[config.mk]
export PLATFORM = sky130hd
export DESIGN_NAME = ripple_arith_slice
export DESIGN_NICKNAME = d
export VERILOG_FILES = /design/src/rtl/ripple_arith_slice.sv
export SDC_FILE = /design/constraint.sdc
export NUM_CORES = 1
export LEC_CHECK = 0
export BUFFER_PORTS_ARGS = -buffer_cell sky130_fd_sc_hd__buf_2
export CAP_MARGIN = 20
export CORE_UTILIZATION = 47
export DETAILED_ROUTE_END_ITERATION = 10
export PLACE_DENSITY_LB_ADDON = 0.3
export REMOVE_ABC_BUFFERS = 1
export SYNTH_ARGS = -nofsm -noshare
export SYNTH_HDL_FRONTEND = slang
export SYNTH_SLANG_ARGS = --single-unit
[constraint.sdc]
create_clock -name clk -period 8.6 [get_ports clk]
set_input_delay 1.29 -clock clk [delete_from_list [all_inputs] [get_ports clk]]
set_output_delay 1.29 -clock clk [all_outputs]
set_load 0.02 [all_outputs]
[src/rtl/ripple_arith_slice.sv]
module ripple_arith_slice #(
  parameter int W = 8
) (
  input  logic         clk,
  input  logic         rst_n,
  input  logic         ce,
  input  logic         half_mode,
  input  logic         cnt_mode,
  input  logic         op_sel,
  input  logic         carry_in,
  input  logic [W-1:0] opa,
  input  logic [W-1:0] opb,
  input  logic         load,
  input  logic [W-1:0] load_data,
  output logic [W-1:0] sum_comb,
  output logic [W-1:0] sum_q,
  output logic         carry_out
);
  localparam int HW = W / 2;

  logic [W-1:0] a_eff, b_eff, prop, gen, raw;
  logic [W:0]   chain;

  assign a_eff    = cnt_mode ? sum_q : opa;
  assign b_eff    = cnt_mode ? {W{~op_sel}} : (op_sel ? opb : ~opb);
  assign chain[0] = cnt_mode ? op_sel : (op_sel ? carry_in : 1'b1);

  for (genvar i = 0; i < W; i++) begin : g_bit
    assign prop[i]      = a_eff[i] ^ b_eff[i];
    assign gen[i]       = a_eff[i] & b_eff[i];
    assign chain[i+1]   = prop[i] ? chain[i] : gen[i];
    assign raw[i]       = prop[i] ^ chain[i];
  end

  assign sum_comb  = half_mode ? {sum_q[W-1:HW], raw[HW-1:0]} : raw;
  assign carry_out = half_mode ? chain[HW] : chain[W];

  always_ff @(posedge clk) begin
    if (!rst_n)    sum_q <= '0;
    else if (ce)   sum_q <= load ? load_data : sum_comb;
  end

  a_r8_hold: assert property (@(posedge clk) disable iff (!rst_n)
    !ce |=> $stable(sum_q));
  a_r7_load: assert property (@(posedge clk) disable iff (!rst_n)
    ce && load |=> sum_q == $past(load_data));
  a_r6_capture: assert property (@(posedge clk) disable iff (!rst_n)
    ce && !load |=> sum_q == $past(sum_comb));
  a_r10_upper_frozen: assert property (@(posedge clk) disable iff (!rst_n)
    ce && !load && half_mode |=> sum_q[W-1:HW] == $past(sum_q[W-1:HW]));
  a_r4_wrap_flag: assert property (@(posedge clk) disable iff (!rst_n)
    cnt_mode && op_sel && !half_mode |-> carry_out == (&sum_q));
  a_r5_borrow_flag: assert property (@(posedge clk) disable iff (!rst_n)
    cnt_mode && !op_sel && !half_mode |-> carry_out == (|sum_q));
endmodule

==> impl_metrics.yaml, run 1 <==
clock_network:
  cts-root-buf: "clkbuf_4"
  cts.sinks: 8
  holdBufCountCts: 0
  clk_pin_slew_worst_paths_ps: 60
  post_cts_buffers: 0
  numCtsBuffers: 3
  clockBufferDepth: 2
  cts-htree-levels: 1
  clk_latency_ps: 250
  cts_resized: 0
  cts_tree: "yes"
cells_and_area:
  final_cell_mix: "buf_2, inv_1, o21ai_0"
  drive_gt1_share_pct: 39.3
  nets: 187
  largest-register: "sum_q"
  layout_top_registers: "sum_q: 8 flops"
  diodes: 0
  final_common_cell: "buf_2"
  largest_register_ffs: 8
  area_growth_pct: 25.5
yosys:
  ys_ff_latch: 8
  syn-cell-area_um2: 890
  syn_inst: 101
  synth_edf_count: 0
  synth-seq-area-share_pct: 18.0
  synth_warnings: 0
  syn_avg_cell_area_um2: 8.81
  ys_types: 25
  synthArstFlopShare_pct: 0
  synth-main-ff-cell: "dfxtp_1"
timing:
  min_period_over_period_pct: 81.0
  relSlewSlack_pct: 75.6
  fin_skew_ps: 0.637
  setup_tns_ps: 0
  rsz0062_at_grt: "false"
  fin_crit_ps: 6960
  fmax_mhz: 144
  drv_slew: 0
  worst_pin_slew_ps: 365
  hold_violations: 0
  setup_violations: 0
global_route:
  grt_overflow: 0
  grt_max_degree: 19
  grt_usage_pct: 21.2
  antenna_found_initial: 0
  grt_pass1_vias: 753
  grt_pass1_wl_um: 3240
placed_design:
  dp_hpwl_um: 1550
  gp_congestion: 0.791
  portBuffers: 48
power:
  swShare_pct: 42.1
  ir_drop_uv: 85.8
  p_comb_share_pct: 56.7
  power.share.clock_pct: 17.7
  p_int_uw: 97.7
  power_density_nw_per_um2: 151
  power_leakage_nw: 0.543
  switching_power_uw: 71.0
  total_power_uw: 169
  seqPwrFrac_pct: 25.6
routing:
  vias: 851
  dr.pass1.iters: 4
  first_iter_violations: 20
  drc: 0
  antenna_left: 0
  wl_um: 2010
  routed_via_density: 5.01
  wl_per_cell_um: 11.8
floorplanning:
  rows: 15
  ios: 49
  die_height_um: 45.5
  die_w_um: 45.5
  start_util_pct: 51.0
  core-area_um2: 1750
  die_area_um2: 2070
worst_setup_path:
  critPathKind: "in -> out"
  cp-end-kind: "output port"
  critPathMaxFanout: 18
  cp.arrival_ps: 5670
  start_kind: "primary input"
  required_ps: 7310
run_status:
  outcome: "complete, no violations"
flow_run:
  drv_cap: 0
worst_hold_path:
  hold_class: "reg -> reg"
## worst paths after layout
kind | startpoint | endpoint | slack [ps] | cells past startpoint
hold reg to reg | sum_q[0] | sum_q[0] | 500 | 2
hold / removal | sum_q[0] | sum_q[0] | 500 | 2
setup reg to reg | sum_q[0] | sum_q[7] | 4440 | 12
setup / recovery | cnt_mode | sum_comb[7] | 1640 | 14
## per-stage QoR
step           instances  cell area (um^2)  worst slack (ps)  hold slack, ps  utilization [%]
2_1_floorplan         94               822              2260             571                -
3_3_place_gp         167              1090              1760             494             62.7
3_5_place_dp         167              1090              1650             498             62.7
4_1_cts              170              1120              1650             512             63.9
5_1_grt              170              1120              1510             555             63.9
6_report             170              1120              1640             503             63.9
## power groups by stage
stage	Sequential (mW)	Clock, mW	Combinational, mW
after floorplan	0.0478	0	0.0582
after global placement	0.0441	0	0.0936
after detailed placement	0.0441	0	0.0953
after CTS	0.0432	0.0296	0.0963
after global routing	0.0436	0.0316	0.107
final	0.0433	0.0298	0.0957
## cell usage after synthesis, drive strengths merged, types with 3 or more instances
library cell,number,share of area (%)
a31oi,3,2.1
o21ai,9,5.1
a21oi,8,4.5
inv,9,3.8
buf,4,3.9
clkbuf,3,3.7
nand2b,7,4.9
nand3b,3,2.5
mux2i,7,7.9
nor2,5,2.1
nand2,6,2.5
xnor2,8,7.9
fa,8,18
dfxtp,8,18
mux2,3,3.8
a211o,3,3.0
## area by class of cell
type / instances / area, um^2
repair buffers: 48 / 240
fillers: 163 / 629
well taps: 25 / 31.3
clock buffers: 3 / 22.5
inverters: 9 / 33.8
flip-flops and latches: 8 / 160
multi-input cells: 77 / 628
## layer usage
metal  routed length (um)  vias to the layer above  track usage [%]
li1                     -                      426                -
met1                  943                      392             29.0
met2                  967                       31             34.3
met3                   80                        2             3.97
met4                   14                        0             5.45
met5                    0                        -                0
## cells by family after synthesis
logic type | share of synthesized area, %
multiplexers | 11.7
AND/OR/NAND/NOR | 16.6
adder cells (fa/ha/maj) | 18.0
AO/OA/AOI/OAI | 16.5
flip-flops | 18.0
XOR/XNOR | 7.88
buffers and inverters | 11.4
## worst max-delay path, stage by stage
cell,delay (ps)
buf_2,310
nor2_1,90
mux2_2,280
fa_1,380
fa_1,390
fa_1,390
fa_1,420
fa_1,390
fa_1,380
fa_1,370
inv_1,80
fa_1,430
mux2_2,270
buf_2,160
No activity file was read; power rests on OpenSTA's default activity.
==> run 2, diff against run 1 <==
ABC_AREA = 1   (was default)
CORE_UTILIZATION = 40   (was 47)
clock period = 6.35 ns   (was 8.6 ns; I/O delays follow)
==> run 2 against run 1 <==
  * Via count grew 15%
  * Non-clock buffer count increased by 1
  * Largest power group unchanged
  * Setup slack worse by 1300 ps
  * Combinational power rose by 27%
  * Highest routed layer unchanged
  * Global-route usage down 2.9 points
  * Count of clock-buffer cells in the layout did not move
  * Final area grew 2.9%
  * Area after synthesis is 3.2% higher
  * Synthesized cell count up 37%
==> impl_metrics.yaml, run 2 <==
cells_and_area:
  final_cell_mix: "buf_2, nand2_1, inv_1, a21oi_1, o21ai_0"
  diodes: 0
  largest_register_ffs: 8
  area_growth_pct: 25.1
  largest-register: "sum_q"
  final_common_cell: "buf_2"
  drive_gt1_share_pct: 31.1
  nets: 225
  layout_top_registers: "sum_q: 8 flops"
power:
  power_leakage_nw: 0.642
  total_power_uw: 217
  power_density_nw_per_um2: 189
  ir_drop_uv: 92.2
worst_setup_path:
  required_ps: 5400
  critPathKind: "in -> out"
  critPathMaxFanout: 18
  max_stage_delay_ps: 410
  cpMaxStageDelayCell: "fa_1"
  cp.arrival_ps: 5060
  crit_chain: "clkbuf_4 -> nand2_2 -> inv_1 -> nor2_1 -> fa_1 -> fa_1 -> fa_1 -> fa_1 -> fa_1 -> fa_1 -> fa_1 -> inv_1 -> fa_1 -> inv_1 -> nand2_1 -> and2_1 -> buf_2"
  start_kind: "primary input"
  crit_top_cell: "fa_1"
  cp-end-kind: "output port"
run_status:
  outcome: "complete, no violations"
floorplanning:
  core-area_um2: 2060
  die_w_um: 49.9
  rows: 16
  die_height_um: 49.9
  ios: 49
  start_util_pct: 44.5
  die_area_um2: 2490
global_route:
  grt_max_degree: 19
  antenna_found_initial: 0
  met2_usage_pct: 30.2
  top_usage_layer: "met2"
  use_met3_pct: 1.54
  grt_overflow: 0
  grt_pass1_wl_um: 3590
  use_met1_pct: 24.4
  grt_usage_pct: 18.3
  grt_pass1_vias: 874
timing:
  relSlewSlack_pct: 81.1
  fin_skew_ps: 1.75
  worst_pin_slew_ps: 281
  fmax_mhz: 166
  fin_crit_ps: 6010
  setup_tns_ps: 0
  hold_violations: 0
  rsz0062_at_grt: "false"
  setup_violations: 0
  drv_slew: 0
  min_period_over_period_pct: 94.7
yosys:
  synth-seq-area-share_pct: 17.4
  synth_edf_count: 0
  synth_warnings: 0
  synthArstFlopShare_pct: 0
  synth.area.top_cells: "dfxtp_1, fa_1, nand2_1, a21oi_1, o21ai_0"
  ys_ff_latch: 8
  syn-cell-area_um2: 918
  syn_inst: 138
  syn_avg_cell_area_um2: 6.65
  synthTopCellsByCount: "nand2_1, inv_1, a21oi_1, o21ai_0"
  yosysMostFrequentCell: "nand2_1"
  yosys.area.top_type: "dfxtp_1"
  yosys.area.top_type_share_pct: 17.4
  synth-main-ff-cell: "dfxtp_1"
  ys_types: 17
routing:
  dr.pass1.iters: 4
  vias: 976
  wl_um: 2150
  drc: 0
  antenna_left: 0
  first_iter_violations: 21
  routed_via_density: 4.65
  wl_per_cell_um: 10.2
worst_hold_path:
  hold_class: "reg -> reg"
placed_design:
  gp_congestion: 0.784
  portBuffers: 48
  dp_hpwl_um: 1810
clock_network:
  clk_pin_slew_worst_paths_ps: 50
  cts_resized: 0
  cts_tree: "yes"
  holdBufCountCts: 0
  cts.sinks: 8
  clk_latency_ps: 240
  numCtsBuffers: 3
  cts-htree-levels: 1
  clockBufferDepth: 2
  post_cts_buffers: 0
  cts-root-buf: "clkbuf_4"
flow_run:
  drv_cap: 0
run 2: per-layer routing:
layer  up-vias  share of wire [%]
met5         -                  0
met2        36                 45
li1        530                  -
met4         0                1.1
met1       408                 48
met3         2                5.7
run 2: cell families after synthesis:
| logic type | share of synthesized area (%) |
|---|---|
| AO/OA/AOI/OAI | 25.9 |
| adder cells (fa/ha/maj) | 17.4 |
| buffers and inverters | 18.1 |
| flip-flops | 17.4 |
| AND/OR/NAND/NOR | 21.1 |
run 2: path summary, 6_finish.rpt:
check	start	endpoint	slack [ps]	cells past startpoint
min reg2reg	sum_q[4]	sum_q[4]	550	2
max	op_sel	sum_comb[7]	340	17
min	sum_q[4]	sum_q[4]	550	2
max reg2reg	sum_q[0]	sum_q[7]	2160	16
run 2: report_power, final:
| group | internal (mW) | switching (mW) |
|---|---|---|
| combinational | 0.0469 | 0.0753 |
| sequential | 0.0548 | 0.00263 |
| clock | 0.0215 | 0.0155 |
| total | 0.123 | 0.0934 |
run 2: area by class of cell:
cell class	instances	area (um^2)
inverter	24	90.1
fill	223	913
timing repair buffer	49	250
sequential	8	160
multi-input combinational	99	592
tap	27	33.8
clock buffer	3	22.5
run 2: critical path: cells and delay by family:
family                   cells  cell delay [ps]
adder cells (fa/ha/maj)      8             3120
buffers and inverters        5              610
AND/OR/NAND/NOR              4              370
run 2: metrics by stage:
step	hold slack (ps)	instances	setup WS [ps]	cell area, um^2	util (%)
after detailed placement	532	207	281	1120	54.5
after CTS	539	210	281	1150	55.6
after global placement	525	207	358	1120	54.5
final	546	210	335	1150	55.7
after global routing	563	210	51.3	1150	55.7
after floorplan	604	131	795	842	-
==> run 3, diff against run 2 <==
CORE_UTILIZATION = 48   (was 40)
clock period = 7 ns   (was 6.35 ns; I/O delays follow)
==> run 3 against run 2 <==
  * Register-to-register slack better by 630 ps
  * Via count grew 2.9%
  * Global-route usage up 2.5 points
  * Power down 9.5%
  * Routed wire length shrank 4.1%
  * Final area decreased by 1.1%
==> impl_metrics.yaml, run 3 (synthesis gave the netlist of run 2 again) <==
run_status:
  outcome: "complete, no violations"
clock_network:
  clk_latency_ps: 250
  numCtsBuffers: 3
  post_cts_buffers: 0
  cts-htree-levels: 1
  cts_tree: "yes"
  clockBufferDepth: 2
  cts-root-buf: "clkbuf_4"
  clk_pin_slew_worst_paths_ps: 50
  cts_resized: 0
  holdBufCountCts: 0
  cts.sinks: 8
power:
  p_comb_share_pct: 55.7
  switching_power_uw: 84.8
  power_density_nw_per_um2: 172
  ir_drop_uv: 83.4
  power_leakage_nw: 0.637
  power.share.clock_pct: 17.7
  p_int_uw: 111
  swShare_pct: 43.3
  seqPwrFrac_pct: 26.6
timing:
  hold_violations: 0
  fin_crit_ps: 6430
  fin_skew_ps: 3.85
  setup_tns_ps: 0
  rsz0062_at_grt: "false"
  relSlewSlack_pct: 72.5
  min_period_over_period_pct: 91.8
  drv_slew: 0
  setup_violations: 0
  fmax_mhz: 156
  worst_pin_slew_ps: 412
worst_hold_path:
  hold_class: "reg -> reg"
  holdPathStages: 2
floorplanning:
  die_w_um: 45.7
  die_height_um: 45.7
  core-area_um2: 1760
  start_util_pct: 52.1
  die_area_um2: 2090
  rows: 15
  ios: 49
cells_and_area:
  fillers: 189
  largest_register_ffs: 8
  largest-register: "sum_q"
  regArea_um2: 160
  area_growth_pct: 23.7
  diodes: 0
  drive_gt1_share_pct: 30.8
  layout_top_registers: "sum_q: 8 flops"
  final_common_cell: "buf_2"
  final_cell_mix: "buf_2, nand2_1, inv_1, a21oi_1, o21ai_0"
  multi_input_area_um2: 592
  nets: 224
  fin_cells: 207
routing:
  vias: 1004
  first_iter_violations: 22
  antenna_left: 0
  dr.pass1.iters: 4
  wl_per_cell_um: 9.94
  routed_via_density: 4.85
  drc: 0
  wl_um: 2060
placed_design:
  gp_congestion: 0.826
  dp_cells: 204
  dp_hpwl_um: 1720
  portBuffers: 48
worst_setup_path:
  cp-end-kind: "output port"
  cp.arrival_ps: 5380
  start_kind: "primary input"
  critPathKind: "in -> out"
  ff2ff_path_depth: 16
  critPathMaxFanout: 26
  required_ps: 5950
global_route:
  use_met1_pct: 30.7
  use_met3_pct: 0
  grt_usage_pct: 20.8
  grt_overflow: 0
  grt_pass1_vias: 775
  met2_usage_pct: 30.3
  antenna_found_initial: 0
  grt_max_degree: 27
  grt_pass1_wl_um: 3140
  top_usage_layer: "met1"
flow_run:
  drv_cap: 0
run 3: changes by cell type in the layout (fill, tap and decap cells not counted), sizes merged:
cell and change:
clkbuf -1
run 3: through the flow:
stage               worst slack [ps]  utilization, %  power (mW)  area [um^2]  hold slack (ps)
CTS                              591            64.4       0.198         1140              540
floorplan                       1250               -       0.123          842              604
finish                           572            64.4       0.196         1140              543
global placement                 699            63.1       0.160         1110              522
detailed placement               594            63.1       0.163         1110              533
global route                     297            64.4       0.215         1140              561
run 3: cell type report:
type,instances,area share (%)
multi-input combinational,99,52.1
clock buffer,3,1.98
tap,25,2.75
inverter,24,7.93
timing repair buffer,48,21.1
sequential,8,14.1
run 3: final timing paths:
| path | from | to | slack (ps) |
|---|---|---|---|
| worst max-delay path | cnt_mode | sum_comb[7] | 570 |
| worst min-delay path | sum_q[4] | sum_q[4] | 540 |
| worst max register to register | sum_q[0] | sum_q[7] | 2790 |
| worst min register to register | sum_q[4] | sum_q[4] | 540 |
run 3: metal layers:
metal / routed length (um) / vias to the layer above / share of wire [%]
met5: 0 / - / 0
met3: 67 / 4 / 3.3
met2: 948 / 30 / 46
met1: 996 / 442 / 48
met4: 44 / 0 / 2.1
li1: - / 528 / -
run 3: power by group through the flow:
stage	logic, mW	clock network, mW	registers, mW
3_5_place_dp	0.110	0	0.0528
6_report	0.109	0.0347	0.0520
5_1_grt	0.124	0.0386	0.0525
4_1_cts	0.110	0.0361	0.0520
3_3_place_gp	0.107	0	0.0526
2_1_floorplan	0.0652	0	0.0576
run 3: critical path: stages:
cell and delay [ps]:
buf_2 350, nand2_2 180, inv_1 110, nor2_1 60, fa_1 380, fa_1 390, fa_1 390, fa_1 410
fa_1 400, fa_1 400, fa_1 360, inv_1 70, fa_1 410, inv_1 60, nand2_1 60, and2_1 130
buf_2 150
